==> config.mk <==
export PLATFORM = sky130hd
export DESIGN_NAME = pwm_steer_pd
export DESIGN_NICKNAME = d
export VERILOG_FILES = /design/src/rtl/pwm_steer_pkg.sv /design/src/rtl/edge_pulse.sv /design/src/rtl/steer_core.sv /design/src/rtl/dead_time.sv /design/src/rtl/pwm_steer_pd.sv
export SDC_FILE = /design/constraint.sdc
export NUM_CORES = 1
export LEC_CHECK = 0
export BUFFER_PORTS_ARGS = -buffer_cell sky130_fd_sc_hd__clkbuf_2
export CAP_MARGIN = 10
export CORE_AREA = 3 3 40 42
export DETAILED_ROUTE_END_ITERATION = 10
export DIE_AREA = 0 0 43 45
export GPL_TIMING_DRIVEN = 0
export PLACE_DENSITY = 0.81
export SLEW_MARGIN = 15
export SYNTH_ARGS = -nofsm -noshare
export SYNTH_HDL_FRONTEND = slang
export SYNTH_SLANG_ARGS = --single-unit
==> constraint.sdc <==
create_clock -name clk -period 3.25 [get_ports clk]
set_input_delay 0.1625 -clock clk [delete_from_list [all_inputs] [get_ports clk]]
set_output_delay 0.1625 -clock clk [all_outputs]
set_load 0.05 [all_outputs]
==> src/rtl/pwm_steer_pkg.sv <==
// Shared types for the two-phase steering phase detector.
package pwm_steer_pkg;
    // Which sub-converter the current set/reset pair belongs to.
    typedef enum logic {
        SUB_B = 1'b0,
        SUB_A = 1'b1
    } sub_e;

    // Bit positions of the divided clocks in the packed edge vector.
    localparam int CLK_N      = 4;
    localparam int IX_SET     = 0;
    localparam int IX_SET_C   = 1;
    localparam int IX_RST     = 2;
    localparam int IX_RST_C   = 3;
endpackage

==> src/rtl/edge_pulse.sv <==
// edge_pulse: one-cycle pulse on each rising edge of a bank of synchronous
// level inputs. Assumes the inputs are already synchronous to clk.
module edge_pulse #(
    parameter int W = 4
) (
    input  logic         clk,
    input  logic         rst_n,
    input  logic [W-1:0] lvl,
    output logic [W-1:0] rise
);
    logic [W-1:0] lvl_q;

    for (genvar i = 0; i < W; i++) begin : g_bit
        // Remember the previous level of this input.
        always_ff @(posedge clk) begin
            if (!rst_n) lvl_q[i] <= 1'b0;
            else        lvl_q[i] <= lvl[i];
        end
        assign rise[i] = lvl[i] & ~lvl_q[i];
    end
endmodule

==> src/rtl/steer_core.sv <==
// steer_core: the steering latch and the per-sub-converter on-time requests.
// The latch follows the most recent set edge. A reset edge ends the
// request of the selected sub-converter. slip_bot blanks both requests and
// takes priority over slip_top, which ties each request to its set level.
module steer_core
    import pwm_steer_pkg::*;
(
    input  logic             clk,
    input  logic             rst_n,
    input  logic [CLK_N-1:0] rise,
    input  logic             set_lvl,
    input  logic             set_lvl_c,
    input  logic             slip_top,
    input  logic             slip_bot,
    output sub_e             steer,
    output logic             req_a,
    output logic             req_b
);
    logic any_rst;
    assign any_rst = rise[IX_RST] | rise[IX_RST_C];

    // Steering latch: the base set edge wins when both set edges coincide.
    always_ff @(posedge clk) begin
        if (!rst_n)               steer <= SUB_A;
        else if (rise[IX_SET])    steer <= SUB_A;
        else if (rise[IX_SET_C])  steer <= SUB_B;
    end

    // On-time requests, with slip clamping taking precedence.
    always_ff @(posedge clk) begin
        if (!rst_n) begin
            req_a <= 1'b0;
            req_b <= 1'b0;
        end else if (slip_bot) begin
            req_a <= 1'b0;
            req_b <= 1'b0;
        end else if (slip_top) begin
            req_a <= set_lvl;
            req_b <= set_lvl_c;
        end else begin
            if (rise[IX_SET])                     req_a <= 1'b1;
            else if (any_rst && steer == SUB_A)   req_a <= 1'b0;
            if (rise[IX_SET_C])                   req_b <= 1'b1;
            else if (any_rst && steer == SUB_B)   req_b <= 1'b0;
        end
    end
endmodule

==> src/rtl/dead_time.sv <==
// dead_time: turns the two requests into high-side drives that never
// overlap. A drive may rise only while the other is low and after both
// have been low for dead+1 cycles. A falling request drops its drive on
// the next edge. If both requests compete, the steering state picks one.
module dead_time
    import pwm_steer_pkg::*;
#(
    parameter int DEAD_W = 4
) (
    input  logic              clk,
    input  logic              rst_n,
    input  logic              req_a,
    input  logic              req_b,
    input  sub_e              steer,
    input  logic [DEAD_W-1:0] dead,
    output logic              hs_a,
    output logic              hs_b
);
    localparam logic [DEAD_W-1:0] GAP_MAX = '1;

    logic [DEAD_W-1:0] gap;
    logic              open_w;
    logic              nxt_a;
    logic              nxt_b;

    assign open_w = (gap >= dead);

    // Grant logic: keep a held drive, or admit a new one once the gap is open.
    always_comb begin
        nxt_a = req_a & (hs_a | (~hs_b & open_w & (~req_b | steer == SUB_A)));
        nxt_b = req_b & (hs_b | (~hs_a & open_w & (~req_a | steer == SUB_B)));
    end

    // Count the cycles both drives have been low, saturating at the top.
    always_ff @(posedge clk) begin
        if (!rst_n)               gap <= '0;
        else if (hs_a | hs_b)     gap <= '0;
        else if (gap != GAP_MAX)  gap <= gap + 1'b1;
    end

    // Register the drives.
    always_ff @(posedge clk) begin
        if (!rst_n) begin
            hs_a <= 1'b0;
            hs_b <= 1'b0;
        end else begin
            hs_a <= nxt_a;
            hs_b <= nxt_b;
        end
    end
endmodule

==> src/rtl/pwm_steer_pd.sv <==
// pwm_steer_pd: two-phase steering phase detector. Converts divided
// set/reset clocks into non-overlapping gate drives for two interleaved
// sub-converters, with slip clamping and a programmable dead time.
// Assumes all inputs are synchronous to clk.
module pwm_steer_pd
    import pwm_steer_pkg::*;
#(
    parameter int DEAD_W = 4
) (
    input  logic              clk,
    input  logic              rst_n,
    input  logic              set_div,
    input  logic              set_div_c,
    input  logic              rst_div,
    input  logic              rst_div_c,
    input  logic              slip_top,
    input  logic              slip_bot,
    input  logic [DEAD_W-1:0] dead_cycles,
    output logic              hs_a,
    output logic              hs_b,
    output logic              ls_a,
    output logic              ls_b
);
    logic [CLK_N-1:0] lvl;
    logic [CLK_N-1:0] rise;
    sub_e             steer;
    logic             req_a;
    logic             req_b;

    always_comb begin
        lvl           = '0;
        lvl[IX_SET]   = set_div;
        lvl[IX_SET_C] = set_div_c;
        lvl[IX_RST]   = rst_div;
        lvl[IX_RST_C] = rst_div_c;
    end

    edge_pulse #(.W(CLK_N)) u_edge (
        .clk   (clk),
        .rst_n (rst_n),
        .lvl   (lvl),
        .rise  (rise)
    );

    steer_core u_core (
        .clk       (clk),
        .rst_n     (rst_n),
        .rise      (rise),
        .set_lvl   (set_div),
        .set_lvl_c (set_div_c),
        .slip_top  (slip_top),
        .slip_bot  (slip_bot),
        .steer     (steer),
        .req_a     (req_a),
        .req_b     (req_b)
    );

    dead_time #(.DEAD_W(DEAD_W)) u_dead (
        .clk   (clk),
        .rst_n (rst_n),
        .req_a (req_a),
        .req_b (req_b),
        .steer (steer),
        .dead  (dead_cycles),
        .hs_a  (hs_a),
        .hs_b  (hs_b)
    );

    assign ls_a = ~hs_a;
    assign ls_b = ~hs_b;
endmodule

==> results of run 1 <==
## metal layers
layer	vias up	GRT usage	wire (µm)
met1	253	0.147	508
met4	0	0.0482	0
met2	11	0.272	614
met5	-	0	0
li1	282	-	-
met3	0	0.0598	62
## path summary, 6_finish.rpt
path                                              endpoint  cells past startpoint  slack (ns)                  startpoint
worst min-delay path            u_edge.lvl_q[3]$_SDFF_PN0_                      2        0.12                   rst_div_c
worst min register to register      u_dead.hs_a$_SDFF_PN0_                      2        0.47   u_core.req_a$_SDFFE_PP0P_
worst max register to register      u_dead.hs_a$_SDFF_PN0_                      5        1.81  u_dead.gap[0]$_SDFFE_PP0P_
worst max-delay path                u_dead.hs_a$_SDFF_PN0_                      5        1.81  u_dead.gap[0]$_SDFFE_PP0P_
## through the flow
stage               instances  setup WS, ns
floorplan                  71          1.80
detailed placement        100          1.80
global placement          100          1.84
CTS                       104          1.79
global route              104          1.70
finish                    104          1.81
## cells in the final DEF (no fill, tap or decap), types with 2 or more instances in the layout
| master | n |
|---|---|
| nand3b_1 | 2 |
| nor3_1 | 2 |
| ha_1 | 5 |
| inv_1 | 10 |
| a31oi_1 | 2 |
| nor2_1 | 4 |
| dfxtp_1 | 13 |
| nand2_1 | 2 |
| and2_1 | 4 |
| nand2b_1 | 4 |
| o22ai_1 | 2 |
| nand3_1 | 3 |
| a21oi_1 | 6 |
| o21ai_0 | 2 |
| clkbuf_2 | 14 |
| clkbuf_4 | 3 |
## cell families (layout without fill, tap and decap cells)
logic type | count (synthesis) | in the layout | share of synthesized area
buffers and inverters | 11 | 29 | 0.0681
flip-flops | 13 | 13 | 0.417
XOR/XNOR | 1 | 1 | 0.0140
AO/OA/AOI/OAI | 16 | 16 | 0.168
AND/OR/NAND/NOR | 24 | 24 | 0.216
multiplexers | 1 | 1 | 0.0160
adder cells (fa/ha/maj) | 5 | 5 | 0.100
## worst max-delay path, stage by stage (launching register included)
cell and delay (ns):
dfxtp_1 0.41, inv_1 0.07, ha_1 0.27, or3b_1 0.36, o2111ai_2 0.10, a311oi_1 0.11
## registers in the layout, summed over array words and instances, names as in the netlist
register / flops
u_dead.hs_a: 1
u_edge.lvl_q: 4
u_dead.gap: 4
u_core.steer: 1
u_core.req_a: 1
u_dead.hs_b: 1
u_core.req_b: 1
## synth_stat cells
master | instances | area [µm²]
nand3_1 | 3 | 15.0
nand3b_1 | 2 | 15.0
or3b_1 | 1 | 8.76
o21ai_0 | 2 | 10.0
nor2_1 | 4 | 15.0
a31oi_1 | 2 | 12.5
nand2_1 | 2 | 7.51
o22ai_1 | 2 | 12.5
nand2b_1 | 4 | 25.0
dfxtp_1 | 13 | 260
inv_1 | 10 | 37.5
xnor2_1 | 1 | 8.76
a311oi_1 | 1 | 8.76
o211ai_1 | 1 | 7.51
nor2b_1 | 1 | 6.26
nor3_1 | 2 | 10.0
a21oi_1 | 6 | 30.0
ha_1 | 5 | 62.6
nor3b_1 | 1 | 7.51
and2_1 | 4 | 25.0
a211o_1 | 1 | 8.76
buf_2 | 1 | 5.00
o2111ai_2 | 1 | 15.0
mux2i_1 | 1 | 10.0
## power by group through the flow
stage               Combinational (mW)  Clock [mW]  Sequential, mW
global placement                0.0400           0           0.178
detailed placement              0.0426           0           0.178
global route                    0.0505       0.108           0.176
floorplan                       0.0284           0           0.177
finish                          0.0424      0.0972           0.175
CTS                             0.0435       0.101           0.175
## layout make-up
| cell class | count | share of cell area |
|---|---|---|
| Inverter | 10 | 0.0508 |
| Sequential cell | 13 | 0.352 |
| Clock buffer | 4 | 0.0355 |
| Timing Repair Buffer | 14 | 0.0948 |
| Tap cell | 15 | 0.0254 |
| Multi-Input combinational cell | 47 | 0.435 |
| Buffer | 1 | 0.00677 |
==> results_dict.tcl, run 1 <==
set metrics [dict create \
    vias 546 \
    synth_area_per_cell_um2 8.79 \
    portBuffers 14 \
    clkLatencyLatePin_ns 0.27 \
    area_growth_pct 18.4 \
    fillers 115 \
    dieArea_mm2 0.00194 \
    grt_max_degree 11 \
    status "finished clean" \
    grt_overflow_total 0 \
    fin_crit_sh 0.444 \
    critPathKind "flip-flop to flip-flop" \
    postSynthCellCount 71 \
    grt_usage 0.146 \
    max-slew-margin-rel 0.814 \
    drc 0 \
    clk_pin_slew_ns 0.08 \
    root_buffer "clkbuf_4" \
    setup_violations 0 \
    drt-initial-drc-count 6 \
    max_slew.worst_pin.slew_ns 0.280 \
    dp_hpwl_um 951 \
    p_comb_frac 0.135 \
    hp-class "input pin to flip-flop" \
    dr.pass1.iters 4 \
    fin_area_um2 739 \
    peakVddDrop_mv 0.253 \
    viasPerCell 5.25 \
    fmax_ghz 0.693 \
    initial_utilization 0.486 \
    antenna_found_initial 0 \
    ant_nets 0 \
    setup_tns_ns 0 \
    post_dp_cell_area_um2 713 \
    clk_path_buf_depth 2 \
    rsz0062_at_grt "no" \
    worst_ep_arrival_time_ns 1.60 \
    clockPowerShare 0.309 \
    n_antenna_cell 0 \
    htree_levels 1 \
    p_per_area_mw_per_mm2 425 \
    post_drt_wl_per_cell_um 11.4 \
    p_total_mw 0.314 \
    coreArea_mm2 0.00128 \
    p_switching_mw 0.0787 \
    cts_tree "yes" \
    switching_share 0.250 \
    die_w_um 43 \
    p_int_mw 0.236 \
    critPathCaptureType "flip-flop" \
    whs_ns 0.115 \
    placementRows 13 \
    cp-start-kind "flip-flop" \
    yosysSeqAreaShare 0.417 \
    synth.net_count 88 \
    boundaryPins 16 \
    multiInputGateArea_um2 322 \
    max_cap_violations 0 \
    seqCellArea_um2 260 \
    required_ns 3.40 \
    clkSinkCount 13 \
    cts_setup_buffers 0 \
    clock_skew_ns 0.00194 \
    fin_util 0.575 \
    wl_um 1190 \
    fin_crit_ns 1.44 \
    p_leak_nw 0.343 \
    numCtsBuffers 3 \
    holdBufCountCts 0 \
    power_frac_seq 0.556 \
    grt_pass1_wl_um 2150 \
    netlist_area_um2 624 \
    cts.repair.resized 0 \
    critical_path_peak_fanout 5 \
    first_global_vias 558 \
    gp_congestion 0.736 \
    yosysUniqueCellTypes 24 \
    maxSlewViolCount 0 \
    ys_warn_count 0 \
    synth_seq_cells 13 \
    final_hold_viol_count 0 \
    die_h_um 45 \
    nNetsFinal 107 \
    drive_gt1_frac 0.213 \
]
(Power assumes the default switching activity.)
==> inputs of run 2 (changes only) <==
--- a/config.mk
+++ b/config.mk
@@ -5,13 +5,14 @@
 export SDC_FILE = /design/constraint.sdc
 export NUM_CORES = 1
 export LEC_CHECK = 0
+export ABC_AREA = 1
 export BUFFER_PORTS_ARGS = -buffer_cell sky130_fd_sc_hd__clkbuf_2
 export CAP_MARGIN = 10
-export CORE_AREA = 3 3 40 42
+export CORE_MARGIN = 3
+export CORE_UTILIZATION = 49
 export DETAILED_ROUTE_END_ITERATION = 10
-export DIE_AREA = 0 0 43 45
 export GPL_TIMING_DRIVEN = 0
-export PLACE_DENSITY = 0.81
+export PLACE_DENSITY = 0.83
 export SLEW_MARGIN = 15
 export SYNTH_ARGS = -nofsm -noshare
 export SYNTH_HDL_FRONTEND = slang
==> constraint.sdc (replaced) <==
create_clock -name clk -period 1.5 [get_ports clk]
set_input_delay 0.075 -clock clk [delete_from_list [all_inputs] [get_ports clk]]
set_output_delay 0.075 -clock clk [all_outputs]
set_load 0.05 [all_outputs]
==> run 2 against run 1 <==
Via count rose by 14%. Clock power rose by 120%. Worst setup slack got worse by 1.5 ns. Hold slack got worse by 0.078 ns. Die area fell by 6.9%. Total power rose by 120%. Sequential share of layout area fell by 2.5 points. Sequential power rose by 110%. Global-route usage rose by 0.58 points. Clock skew rose by 0.0025 ns. Highest routed layer is now met4.
==> results_dict.tcl, run 2 <==
set metrics [dict create \
    drc 0 \
    min-delay-start "set_div_c" \
    root_buffer "clkbuf_4" \
    fin_crit_sh 0.767 \
    synth_top_area_share 0.400 \
    numCtsBuffers 3 \
    nNetsFinal 132 \
    clk_path_buf_depth 2 \
    coreArea_mm2 0.00117 \
    placementRows 12 \
    worst_ep_arrival_time_ns 1.35 \
    clkSinkCount 13 \
    yosysSeqAreaShare 0.400 \
    grt_pass1_wl_um 2070 \
    p_per_area_mw_per_mm2 871 \
    grt_usage 0.151 \
    max-slew-margin-rel 0.816 \
    yosysUniqueCellTypes 15 \
    required_ns 1.70 \
    fillers 105 \
    most-common-layout-cells "inv_1, nand2_1, clkbuf_2" \
    rsz0062_at_grt "no" \
    max_slew.worst_pin.slew_ns 0.278 \
    wl_um 1200 \
    viasPerCell 4.88 \
    cpPeakStageDelay_ns 0.38 \
    clock_skew_ns 0.00439 \
    drive_gt1_frac 0.202 \
    whs_endpoint "u_edge.lvl_q[1]$_SDFF_PN0_" \
    drt-initial-drc-count 6 \
    fmax_ghz 0.869 \
    critical_path_peak_fanout 4 \
    p_total_mw 0.697 \
    setup_tns_ns 0 \
    synth.net_count 110 \
    async_flop_share 0 \
    grt_overflow_total 0 \
    clk_pin_slew_ns 0.08 \
    die_h_um 42.4 \
    postSynthCellCount 93 \
    yosysTopAreaCell "dfxtp_1" \
    ys_warn_count 0 \
    maxSlewViolCount 0 \
    die_w_um 42.4 \
    peakVddDrop_mv 0.583 \
    boundaryPins 16 \
    first_global_vias 567 \
    area_growth_pct 23.1 \
    synth.most_common_cell "inv_1" \
    slowest_stage "dfxtp_1" \
    gp_congestion 0.759 \
    ys_top_cells_by_count "inv_1, nand2_1, dfxtp_1" \
    htree_levels 1 \
    worstPathCellList "inv_1 -> ha_1 -> nand4_1 -> nand3_1 -> nand2_1 -> a21oi_1" \
    clkLatencyLatePin_ns 0.27 \
    hp-class "input pin to flip-flop" \
    synth-main-ff-cell "dfxtp_1" \
    rr_worst_depth 6 \
    critPathCaptureType "flip-flop" \
    cts_tree "yes" \
    dr.pass1.iters 4 \
    min_path_cells 3 \
    reg.largest.list "u_dead.gap (4), u_edge.lvl_q (4)" \
    synth_seq_cells 13 \
    synth_area_per_cell_um2 7.00 \
    antenna_found_initial 0 \
    grt_max_degree 9 \
    vias 625 \
    n_antenna_cell 0 \
    cp-start-kind "flip-flop" \
    r2r_slack_ns 0.35 \
    status "finished clean" \
    r2r_end "u_dead.hs_a$_SDFF_PN0_" \
    setup_violations 0 \
    initial_utilization 0.556 \
    critPathKind "flip-flop to flip-flop" \
    dp_hpwl_um 983 \
    max_cap_violations 0 \
    fin_crit_ns 1.15 \
    fin_area_um2 801 \
    yosys-top-cells-area "dfxtp_1, inv_1, nand2_1" \
    post_dp_cell_area_um2 743 \
    ant_nets 0 \
    synth_edf_count 0 \
    p_leak_nw 0.461 \
    final_common_cell "inv_1" \
    netlist_area_um2 651 \
    reg2reg_from "u_dead.gap[0]$_SDFFE_PP0P_" \
    dieArea_mm2 0.00180 \
    final_hold_viol_count 0 \
    post_drt_wl_per_cell_um 9.36 \
    portBuffers 14 \
]
## run 2: per-layer routing
layer	track usage	part of all wire	up-vias
li1	-	-	329
met1	0.144	0.41	278
met2	0.283	0.52	14
met3	0.0386	0.050	4
met4	0.0932	0.022	0
met5	0	0	-
## run 2: worst max path at each step
stage / cells after the start / start / slack [ns] / to
after floorplan: 5 / u_dead.hs_b$_SDFF_PN0_ / 0.02 / u_dead.gap[3]$_SDFFE_PP0P_
after global placement: 5 / u_dead.gap[3]$_SDFFE_PP0P_ / 0.37 / u_dead.hs_a$_SDFF_PN0_
after detailed placement: 5 / u_dead.gap[3]$_SDFFE_PP0P_ / 0.36 / u_dead.hs_b$_SDFF_PN0_
after CTS: 5 / u_dead.gap[3]$_SDFFE_PP0P_ / 0.35 / u_dead.hs_b$_SDFF_PN0_
after global routing: 9 / u_dead.gap[0]$_SDFFE_PP0P_ / 0.24 / u_dead.hs_a$_SDFF_PN0_
final: 6 / u_dead.gap[0]$_SDFFE_PP0P_ / 0.35 / u_dead.hs_a$_SDFF_PN0_
## run 2: what timing repair did
| action | in CTS | in global routing |
|---|---|---|
| gates resized for setup | 0 | 0 |
| buffers inserted | 0 | 0 |
| endpoints found under the hold margin | 3 | 0 |
| hold buffers | 3 | 0 |
## run 2: logic make-up after synthesis
kind of cell | count (synthesis) | synth area share
adder cells (fa/ha/maj) | 5 | 0.0962
XOR/XNOR | 1 | 0.0135
AND/OR/NAND/NOR | 34 | 0.225
buffers and inverters | 25 | 0.150
AO/OA/AOI/OAI | 15 | 0.115
flip-flops | 13 | 0.400
## run 2: per-stage QoR
| step | cells | utilization | setup slack (ns) | hold WS [ns] |
|---|---|---|---|---|
| 2_1_floorplan | 93 | - | 0.0195 | 0.168 |
| 3_3_place_gp | 121 | 0.635 | 0.374 | 0.268 |
| 3_5_place_dp | 121 | 0.635 | 0.361 | 0.276 |
| 4_1_cts | 128 | 0.684 | 0.350 | 0.0191 |
| 5_1_grt | 128 | 0.684 | 0.240 | 0.0420 |
| 6_report | 128 | 0.684 | 0.349 | 0.0375 |
## run 2: critical path, delay by kind of cell (launching register included)
family                     cells  cell delay (ns)
AOI/OAI and AO/OA              1             0.11
adders and majority gates      1             0.27
DFF                            1             0.38
and+or+nand+nor                3             0.24
buffers and inverters          1             0.07
## run 2: report_power, final
group	internal [mW]	leakage [nW]	switching, mW
registers	0.363	0.107	0.0137
clock network	0.0988	0.0177	0.113
logic	0.0505	0.336	0.0581
total	0.512	0.461	0.185
## run 2: layout make-up
cell class | instances | area (µm²) | share of cell area
Buffer | 1 | 7.51 | 0.00938
Sequential cell | 13 | 262 | 0.327
Multi-Input combinational cell | 55 | 293 | 0.366
Inverter | 24 | 93.8 | 0.117
Timing Repair Buffer | 17 | 100 | 0.125
Tap cell | 14 | 17.5 | 0.0219
Clock buffer | 3 | 22.5 | 0.0281
Clock inverter | 1 | 5.00 | 0.00625
